==> src/rtl/irqFieldPkg.sv <==
package irqFieldPkg;

  typedef enum logic [1:0] {
    DET_LEVEL = 2'd0,
    DET_RISE  = 2'd1,
    DET_FALL  = 2'd2,
    DET_BOTH  = 2'd3
  } detectModeT;

  typedef enum logic [1:0] {
    CAP_BIT   = 2'd0,
    CAP_VALUE = 2'd1,
    CAP_PASS  = 2'd2,
    CAP_PASS2 = 2'd3
  } captureModeT;

  // strobes from control to datapath
  typedef struct packed {
    logic takeHigh;   // level event
    logic takeRise;   // 0->1 event
    logic takeFall;   // 1->0 event
    logic holdBits;   // per-bit sticky
    logic holdValue;  // whole-value sticky
    logic clearEn;    // apply clear mask this cycle
  } fieldCtrlT;

endpackage

==> src/rtl/irqFieldCtrl.sv <==
module irqFieldCtrl
  import irqFieldPkg::*;
(
  input  logic [1:0] detectMode,
  input  logic [1:0] captureMode,
  input  logic       clrWrite,
  output fieldCtrlT  ctrl
);

  detectModeT  detSel;
  captureModeT capSel;

  assign detSel = detectModeT'(detectMode);
  assign capSel = captureModeT'(captureMode);

  always_comb begin
    ctrl = '0;
    unique case (detSel)
      DET_LEVEL: ctrl.takeHigh = 1'b1;
      DET_RISE:  ctrl.takeRise = 1'b1;
      DET_FALL:  ctrl.takeFall = 1'b1;
      DET_BOTH: begin
        ctrl.takeRise = 1'b1;
        ctrl.takeFall = 1'b1;
      end
      default: ctrl.takeHigh = 1'b1;
    endcase
    unique case (capSel)
      CAP_BIT:   ctrl.holdBits  = 1'b1;
      CAP_VALUE: ctrl.holdValue = 1'b1;
      default: begin
        ctrl.holdBits  = 1'b0;
        ctrl.holdValue = 1'b0;
      end
    endcase
    ctrl.clearEn = clrWrite & (ctrl.holdBits | ctrl.holdValue);
  end

endmodule

==> src/rtl/irqFieldData.sv <==
module irqFieldData
  import irqFieldPkg::*;
#(
  parameter int WIDTH = 4
) (
  input  logic             clk,
  input  logic             rstN,
  input  fieldCtrlT        ctrl,
  input  logic [WIDTH-1:0] eventIn,
  input  logic [WIDTH-1:0] clrData,
  output logic [WIDTH-1:0] status
);

  logic [WIDTH-1:0] prevIn;
  logic [WIDTH-1:0] trig;
  logic [WIDTH-1:0] clrMask;
  logic [WIDTH-1:0] keptBits;
  logic [WIDTH-1:0] nextStatus;

  always_ff @(posedge clk or negedge rstN) begin
    if (!rstN) prevIn <= '0;
    else       prevIn <= eventIn;
  end

  for (genvar b = 0; b < WIDTH; b++) begin : gBitDetect
    logic isHigh, isRise, isFall;
    assign isHigh  = eventIn[b];
    assign isRise  = eventIn[b] & ~prevIn[b];
    assign isFall  = ~eventIn[b] & prevIn[b];
    assign trig[b] = (ctrl.takeHigh & isHigh) |
                     (ctrl.takeRise & isRise) |
                     (ctrl.takeFall & isFall);
  end

  assign clrMask  = ctrl.clearEn ? clrData : '0;
  assign keptBits = status & ~clrMask;

  always_comb begin
    if (ctrl.holdBits) begin
      nextStatus = keptBits | trig;
    end else if (ctrl.holdValue) begin
      if (keptBits == '0 && trig != '0) nextStatus = trig;
      else                              nextStatus = keptBits;
    end else begin
      nextStatus = trig;
    end
  end

  always_ff @(posedge clk or negedge rstN) begin
    if (!rstN) status <= '0;
    else       status <= nextStatus;
  end

endmodule

==> src/rtl/irqFieldReduce.sv <==
module irqFieldReduce #(
  parameter int WIDTH = 4
) (
  input  logic [WIDTH-1:0] status,
  input  logic [WIDTH-1:0] gate,
  input  logic             gateIsMask,
  output logic             hit
);

  logic [WIDTH-1:0] passBits;

  for (genvar b = 0; b < WIDTH; b++) begin : gGate
    assign passBits[b] = status[b] & (gate[b] ^ gateIsMask);
  end

  assign hit = |passBits;

endmodule

==> src/rtl/irqStatusField.sv <==
module irqStatusField
  import irqFieldPkg::*;
#(
  parameter int WIDTH = 4
) (
  input  logic             clk,
  input  logic             rstN,
  input  logic [1:0]       detectMode,
  input  logic [1:0]       captureMode,
  input  logic [WIDTH-1:0] eventIn,
  input  logic             clrWrite,
  input  logic [WIDTH-1:0] clrData,
  input  logic [WIDTH-1:0] irqGate,
  input  logic             irqGateIsMask,
  input  logic [WIDTH-1:0] haltGate,
  input  logic             haltGateIsMask,
  output logic [WIDTH-1:0] status,
  output logic             irqOut,
  output logic             haltOut
);

  fieldCtrlT ctrl;

  irqFieldCtrl uCtrl (
    .detectMode (detectMode),
    .captureMode(captureMode),
    .clrWrite   (clrWrite),
    .ctrl       (ctrl)
  );

  irqFieldData #(.WIDTH(WIDTH)) uData (
    .clk    (clk),
    .rstN   (rstN),
    .ctrl   (ctrl),
    .eventIn(eventIn),
    .clrData(clrData),
    .status (status)
  );

  irqFieldReduce #(.WIDTH(WIDTH)) uIrq (
    .status    (status),
    .gate      (irqGate),
    .gateIsMask(irqGateIsMask),
    .hit       (irqOut)
  );

  irqFieldReduce #(.WIDTH(WIDTH)) uHalt (
    .status    (status),
    .gate      (haltGate),
    .gateIsMask(haltGateIsMask),
    .hit       (haltOut)
  );

endmodule

==> config.mk <==
export PLATFORM = sky130hd
export DESIGN_NAME = irqStatusField
export DESIGN_NICKNAME = d
export VERILOG_FILES = /design/src/rtl/irqFieldPkg.sv /design/src/rtl/irqFieldCtrl.sv /design/src/rtl/irqFieldData.sv /design/src/rtl/irqFieldReduce.sv /design/src/rtl/irqStatusField.sv
export SDC_FILE = /design/constraint.sdc
export NUM_CORES = 1
export LEC_CHECK = 0
export CAP_MARGIN = 25
export CORE_AREA = 2 2 39 41
export CTS_CLUSTER_DIAMETER = 30
export CTS_CLUSTER_SIZE = 12
export DETAILED_ROUTE_END_ITERATION = 12
export DIE_AREA = 0 0 41 43
export DONT_BUFFER_PORTS = 1
export GPL_TIMING_DRIVEN = 0
export SLEW_MARGIN = 20
export SYNTH_ARGS = -nofsm -noshare
export SYNTH_HDL_FRONTEND = slang
export SYNTH_SLANG_ARGS = --single-unit
==> constraint.sdc <==
create_clock -name clk -period 1.4 [get_ports clk]
set_clock_uncertainty 0.1 [all_clocks]
set_input_delay 0.14 -clock clk [delete_from_list [all_inputs] [get_ports clk]]
set_output_delay 0.14 -clock clk [all_outputs]
set_load 0.01 [all_outputs]
Yosys cells after proc, flatten, opt, wreduce, memory -nomap -nowiden
Index checks and enable logic that the tools add are counted.
Widths: inputs -> output; s select.
{ "totals": {"out_inout_bits": 6, "register_bits": 8} }
{ "op_classes": {"reduce_logical": 9, "n_mux": 9, "bitwise": 57, "n_eq_ne": 4} }
{ "ops": {"columns": ["operator", "count"], "rows": [
  ["$and 1x1->1", 29],
  ["$mux 4", 4],
  ["$or 1x1->1", 9],
  ["$not 1->1", 8],
  ["$reduce_or 4->1", 2],
  ["$xor 1x1->1", 8],
  ["$mux 1", 5],
  ["$and 4x4->4", 1],
  ["$eq 2x1->1 const B", 2],
  ["$eq 2x2->1 const B", 2],
  ["$logic_not 2->1", 2],
  ["$logic_not 4->1", 1],
  ["$not 4->4", 1],
  ["$or 4x4->4", 1],
  ["$reduce_bool 4->1", 1],
  ["$reduce_or 2->1", 2],
  ["$logic_and 1x1->1", 1]
]} }

Depth between registers and ports, before layout
{ "logic_depth": {"ltp_word": 12, "depth_mapped": 5, "mapped_depth_nobuf": 5} }

Hierarchy
Synthesis repeated with hierarchy kept, for this count alone.
{ "unflattened": {"hier_cells": 72, "hier_area_um2": 594.3} }
{ "by_module_without_submodules": {"columns": ["mod", "n_inst", "seq_area_each_um2", "area_each_um2", "cells_per_inst"], "rows": [
  ["irqFieldData", 1, 200.2, 449.2, 46],
  ["irqFieldReduce", 2, 0.0, 58.8, 10],
  ["irqFieldCtrl", 1, 0.0, 27.5, 6]
]} }

Least setup slack after synthesis
Ideal clock, no wire load.
{ "synth_timing": {"kind": "register -> register", "startpoint": "register uData.status[1]", "endpoint": "register uData.status[0]", "required_time_ps": 1216, "path_slack_ps": -161, "stages_incl_launch_ff": 5, "arrival_ps": 1377, "period_less_slack_ps": 1561, "setup_ps": 84, "cell_sequence": "dfrtp_1 > nor2b_1 > a211o_1 > a311o_2 > a41oi_2"} }
{ "synth_between": {"elab_chain_cells": 6} }
{ "synth_lines": {"columns": ["item", "line", "rtl"], "rows": [
  ["start, declared", "irqFieldData.sv:11", "output logic [WIDTH-1:0] status"],
  ["start signal, assigned", "irqFieldData.sv:51", "else status <= nextStatus;"],
  ["$and 4x4->4", "irqFieldData.sv:36", "assign keptBits = status & ~clrMask;"],
  ["$logic_not 4->1", "irqFieldData.sv:42", "if (keptBits == '0 && trig != '0) nextStatus = trig;"],
  ["$logic_and 1x1->1", "irqFieldData.sv:42", null],
  ["$mux 4", "irqFieldData.sv:42", null],
  ["$mux 4", "irqFieldData.sv:41", "end else if (ctrl.holdValue) begin"],
  ["$mux 4", "irqFieldData.sv:39", "if (ctrl.holdBits) begin"],
  ["named net uData.nextStatus[0]", "irqFieldData.sv:18", "logic [WIDTH-1:0] nextStatus;"]
]} }
The timed path passes the listed nets, and every way through them passes these cells.

Final worst setup path
{ "layout_timing": {"startpoint": "register uData.status[2]", "endpoint": "register uData.status[0]"} }
The elaborated chain is that of the path after synthesis.

==> run_summary.xml <==
<?xml version="1.0" encoding="UTF-8"?>
<metrics>
  <group name="run_status">
    <metric name="status" unit="">finished with violations</metric>
    <metric name="failed_checks" unit="">negative setup slack</metric>
  </group>
  <group name="worst_setup_path">
    <metric name="timing.critical_path.arrival" unit="ns">1.64</metric>
    <metric name="cp-end-kind" unit="">flop</metric>
    <metric name="timing.critical_path.required" unit="ns">1.47</metric>
    <metric name="worstPathCellList" unit="">inv_2 &gt; o22ai_1 &gt; a211o_1 &gt; a311o_2 &gt; a41oi_2</metric>
    <metric name="critical_path_peak_fanout" unit="">3</metric>
    <metric name="cpMaxStageDelayCell" unit="">dfrtp_2</metric>
    <metric name="timing.setup.critical_path_class" unit="">flop to flop</metric>
    <metric name="timing.critical_path.from_type" unit="">flop</metric>
    <metric name="cpPeakStageDelay" unit="ns">0.44</metric>
  </group>
  <group name="route">
    <metric name="drt_pass1_iterations" unit="">4</metric>
    <metric name="drt.antenna.violating_nets" unit="">0</metric>
    <metric name="routed-via-count" unit="">611</metric>
    <metric name="drcViolationCount" unit="">0</metric>
    <metric name="drt_iter0_markers" unit="">10</metric>
    <metric name="drt-wirelength-per-cell" unit="um">14.6</metric>
    <metric name="via_per_inst" unit="">5.99</metric>
    <metric name="wl" unit="um">1490</metric>
  </group>
  <group name="timing">
    <metric name="final_number_of_max_transition_violations" unit="">0</metric>
    <metric name="hold_ws" unit="ns">0.00578</metric>
    <metric name="layout_worst_path_cycle_share" unit="%">112</metric>
    <metric name="max_slew_margin" unit="%">75.1</metric>
    <metric name="finalSetupViolations" unit="">5</metric>
    <metric name="finalHoldViolCount" unit="">0</metric>
    <metric name="rsz0062_at_grt" unit="">true</metric>
    <metric name="max_slew.worst_pin.slew" unit="ns">0.372</metric>
    <metric name="final.setup.worst_slack" unit="ns">-0.166</metric>
    <metric name="post-route-min-period" unit="ns">1.57</metric>
    <metric name="timing.fmax" unit="MHz">639</metric>
  </group>
  <group name="logic_synthesis">
    <metric name="synth_top_area_share" unit="%">31.9</metric>
    <metric name="post_synth_inst_count" unit="">73</metric>
    <metric name="number_of_distinct_library_cells_after_synthesis" unit="">29</metric>
    <metric name="netlist_top_cells_area" unit="">dfrtp_1, nor2b_1, xnor2_1</metric>
    <metric name="avgSynthCellArea" unit="sq um">8.60</metric>
    <metric name="synth_top_cell_by_area" unit="">dfrtp_1</metric>
    <metric name="synth-seq-cells" unit="">8</metric>
    <metric name="synthesis.area" unit="sq um">628</metric>
    <metric name="synth_sequential_area_ratio" unit="%">31.9</metric>
    <metric name="yosysWarningCount" unit="">0</metric>
    <metric name="syn-num-nets" unit="">98</metric>
  </group>
  <group name="cts">
    <metric name="cts-htree-levels" unit="">1</metric>
    <metric name="clock_tree_from_tritoncts" unit="">yes</metric>
    <metric name="cts.root.buffer_cell" unit="">clkbuf_4</metric>
    <metric name="clk_pin_slew_worst_paths" unit="ns">0.05</metric>
    <metric name="clock_latency" unit="ns">0.26</metric>
    <metric name="tritoncts.num_buffers" unit="">3</metric>
    <metric name="clock_sink_count" unit="">8</metric>
    <metric name="clock_path_buffers" unit="">2</metric>
  </group>
  <group name="placed_design">
    <metric name="pre_cts_ws" unit="ns">-0.208</metric>
    <metric name="placed_area" unit="sq um">648</metric>
    <metric name="gp_routability_congestion" unit="">0.777</metric>
    <metric name="io_buffers" unit="">0</metric>
    <metric name="place.detailed.hpwl" unit="um">1140</metric>
  </group>
  <group name="floorplan">
    <metric name="die_area" unit="sq mm">0.00176</metric>
    <metric name="coreArea" unit="sq mm">0.00138</metric>
    <metric name="placementRows" unit="">14</metric>
    <metric name="fp.dieH" unit="um">43</metric>
    <metric name="num_io_pins" unit="">31</metric>
    <metric name="die_width" unit="um">41</metric>
    <metric name="initial_core_util" unit="%">45.4</metric>
  </group>
  <group name="final_layout">
    <metric name="layout-area-overhead-vs-synth" unit="%">25.7</metric>
    <metric name="layout-drive-gt1-share" unit="%">22.1</metric>
    <metric name="final_net_count" unit="">113</metric>
    <metric name="utilization" unit="%">57.1</metric>
    <metric name="antenna_cells_inserted" unit="">0</metric>
    <metric name="final_area" unit="sq um">790</metric>
  </group>
  <group name="global_routing">
    <metric name="grt_first_pass_wirelength" unit="um">2240</metric>
    <metric name="grt-ovfl-total" unit="">0</metric>
    <metric name="antenna_found_initial" unit="">0</metric>
    <metric name="grt_start_max_net_pins" unit="">11</metric>
    <metric name="gr-usage-all-layers" unit="%">18.8</metric>
    <metric name="first_global_vias" unit="">605</metric>
  </group>
  <group name="power_and_ir_drop">
    <metric name="static-leakage-power" unit="nW">0.318</metric>
    <metric name="power.total" unit="mW">0.693</metric>
    <metric name="power_per_cell_area" unit="mW/mm^2">877</metric>
    <metric name="vdd_drop_max" unit="uV">503</metric>
  </group>
  <group name="flow_run">
    <metric name="number_of_max_cap_violations" unit="">0</metric>
  </group>
  <group name="worst_hold_path">
    <metric name="min_path_type" unit="">input port to flop</metric>
  </group>
</metrics>
==> cells in the final DEF, fill, tap and decap left out, drive strengths merged, types with 2 or more instances in the layout <==
master | Yosys | routed
a211oi | 2 | 2
a21oi | 3 | 3
a221oi | 3 | 3
buf | 1 | 5
clkbuf | 1 | 4
dfrtp | 8 | 8
dlygate4sd3 | 0 | 6
inv | 7 | 7
mux2i | 3 | 3
nand2 | 6 | 6
nor2 | 5 | 5
nor2b | 6 | 6
o21ai | 4 | 4
o221ai | 3 | 3
o22ai | 2 | 2
xnor2 | 4 | 4
xor2 | 4 | 4
==> synthesized netlist by cell type (all sizes together) <==
cell type,count
dfrtp,8
o221ai,3
o41ai,1
a41oi,1
nor2,5
a221o,1
a211oi,2
o2111ai,1
mux2i,3
xor2,4
xnor2,4
a211o,1
o21bai,1
a21oi,3
a311o,1
o22ai,2
o21ai,4
and2,1
buf,1
a22oi,1
a221oi,3
nand2b,1
clkbuf,1
inv,7
nand2,6
nor2b,6
nor4,1
==> state kept, by name, summed over array words and instances (netlist names) <==
| name | count |
|---|---|
| uData.prevIn | 4 |
| uData.status | 4 |
==> cells by family after synthesis <==
family          count (synthesis)  synth area share (%)
simple gates                   20                  15.5
mux                             3                  4.78
xor+xnor                        8                  11.2
flops                           8                  31.9
compound gates                 25                  31.1
buf+inv                         9                  5.58
==> repair_timing <==
action                     4_1_cts  5_1_grt
hold buffers                     6        0
pin swaps                        1        0
gates resized for setup          5        2
hold endpoints to repair        15        0
setup buffers                    3        1
setup endpoints to repair        5        6
==> per-stage QoR <==
stage                     std cells  TNS, ns
after global placement           89   -0.629
after CTS                       101   -0.563
after detailed placement         89   -0.576
final                           102   -0.570
after global routing            102   -0.947
after floorplan                  73   -0.231
==> cell type report <==
class                      instances  area (sq um)
fill                             133           594
inverter                           7          26.3
multi-input combinational         56           417
clock buffer                       3          22.5
tap                               16          20.0
sequential                         8           205
timing repair buffer              10          90.1
buffer                             2          8.76
==> worst paths after layout <==
check,from,endpoint,slack [ns],depth (start not counted)
min in group asynchronous,rstN,uData.prevIn[3],0.13,1
worst min register to register,uData.prevIn[1],uData.status[1],0.63,3
worst max-delay path,uData.status[2],uData.status[0],-0.17,5
worst min-delay path,captureMode[1],uData.status[0],0.006,2
worst max register to register,uData.status[2],uData.status[0],-0.17,5
max in group asynchronous,rstN,uData.status[1],0.78,1
==> routing by layer <==
metal | routed length [um] | up-vias | GRT usage (%)
met3 | 135 | 5 | 2.62
met2 | 752 | 29 | 31.3
li1 | - | 299 | -
met5 | 0 | - | 0
met4 | 33 | 0 | 12.0
met1 | 566 | 278 | 20.8
==> worst max-delay path, delay by kind of cell (launching register included) <==
family,cells,cell delay [ns]
compound gates,4,0.86
buf+inv,1,0.08
flops,1,0.44
==> power by group <==
group,internal [mW],switching (mW)
Clock,0.0982,0.0804
Combinational,0.119,0.103
Sequential,0.256,0.0357
No activity file was read; power rests on OpenSTA's default activity.
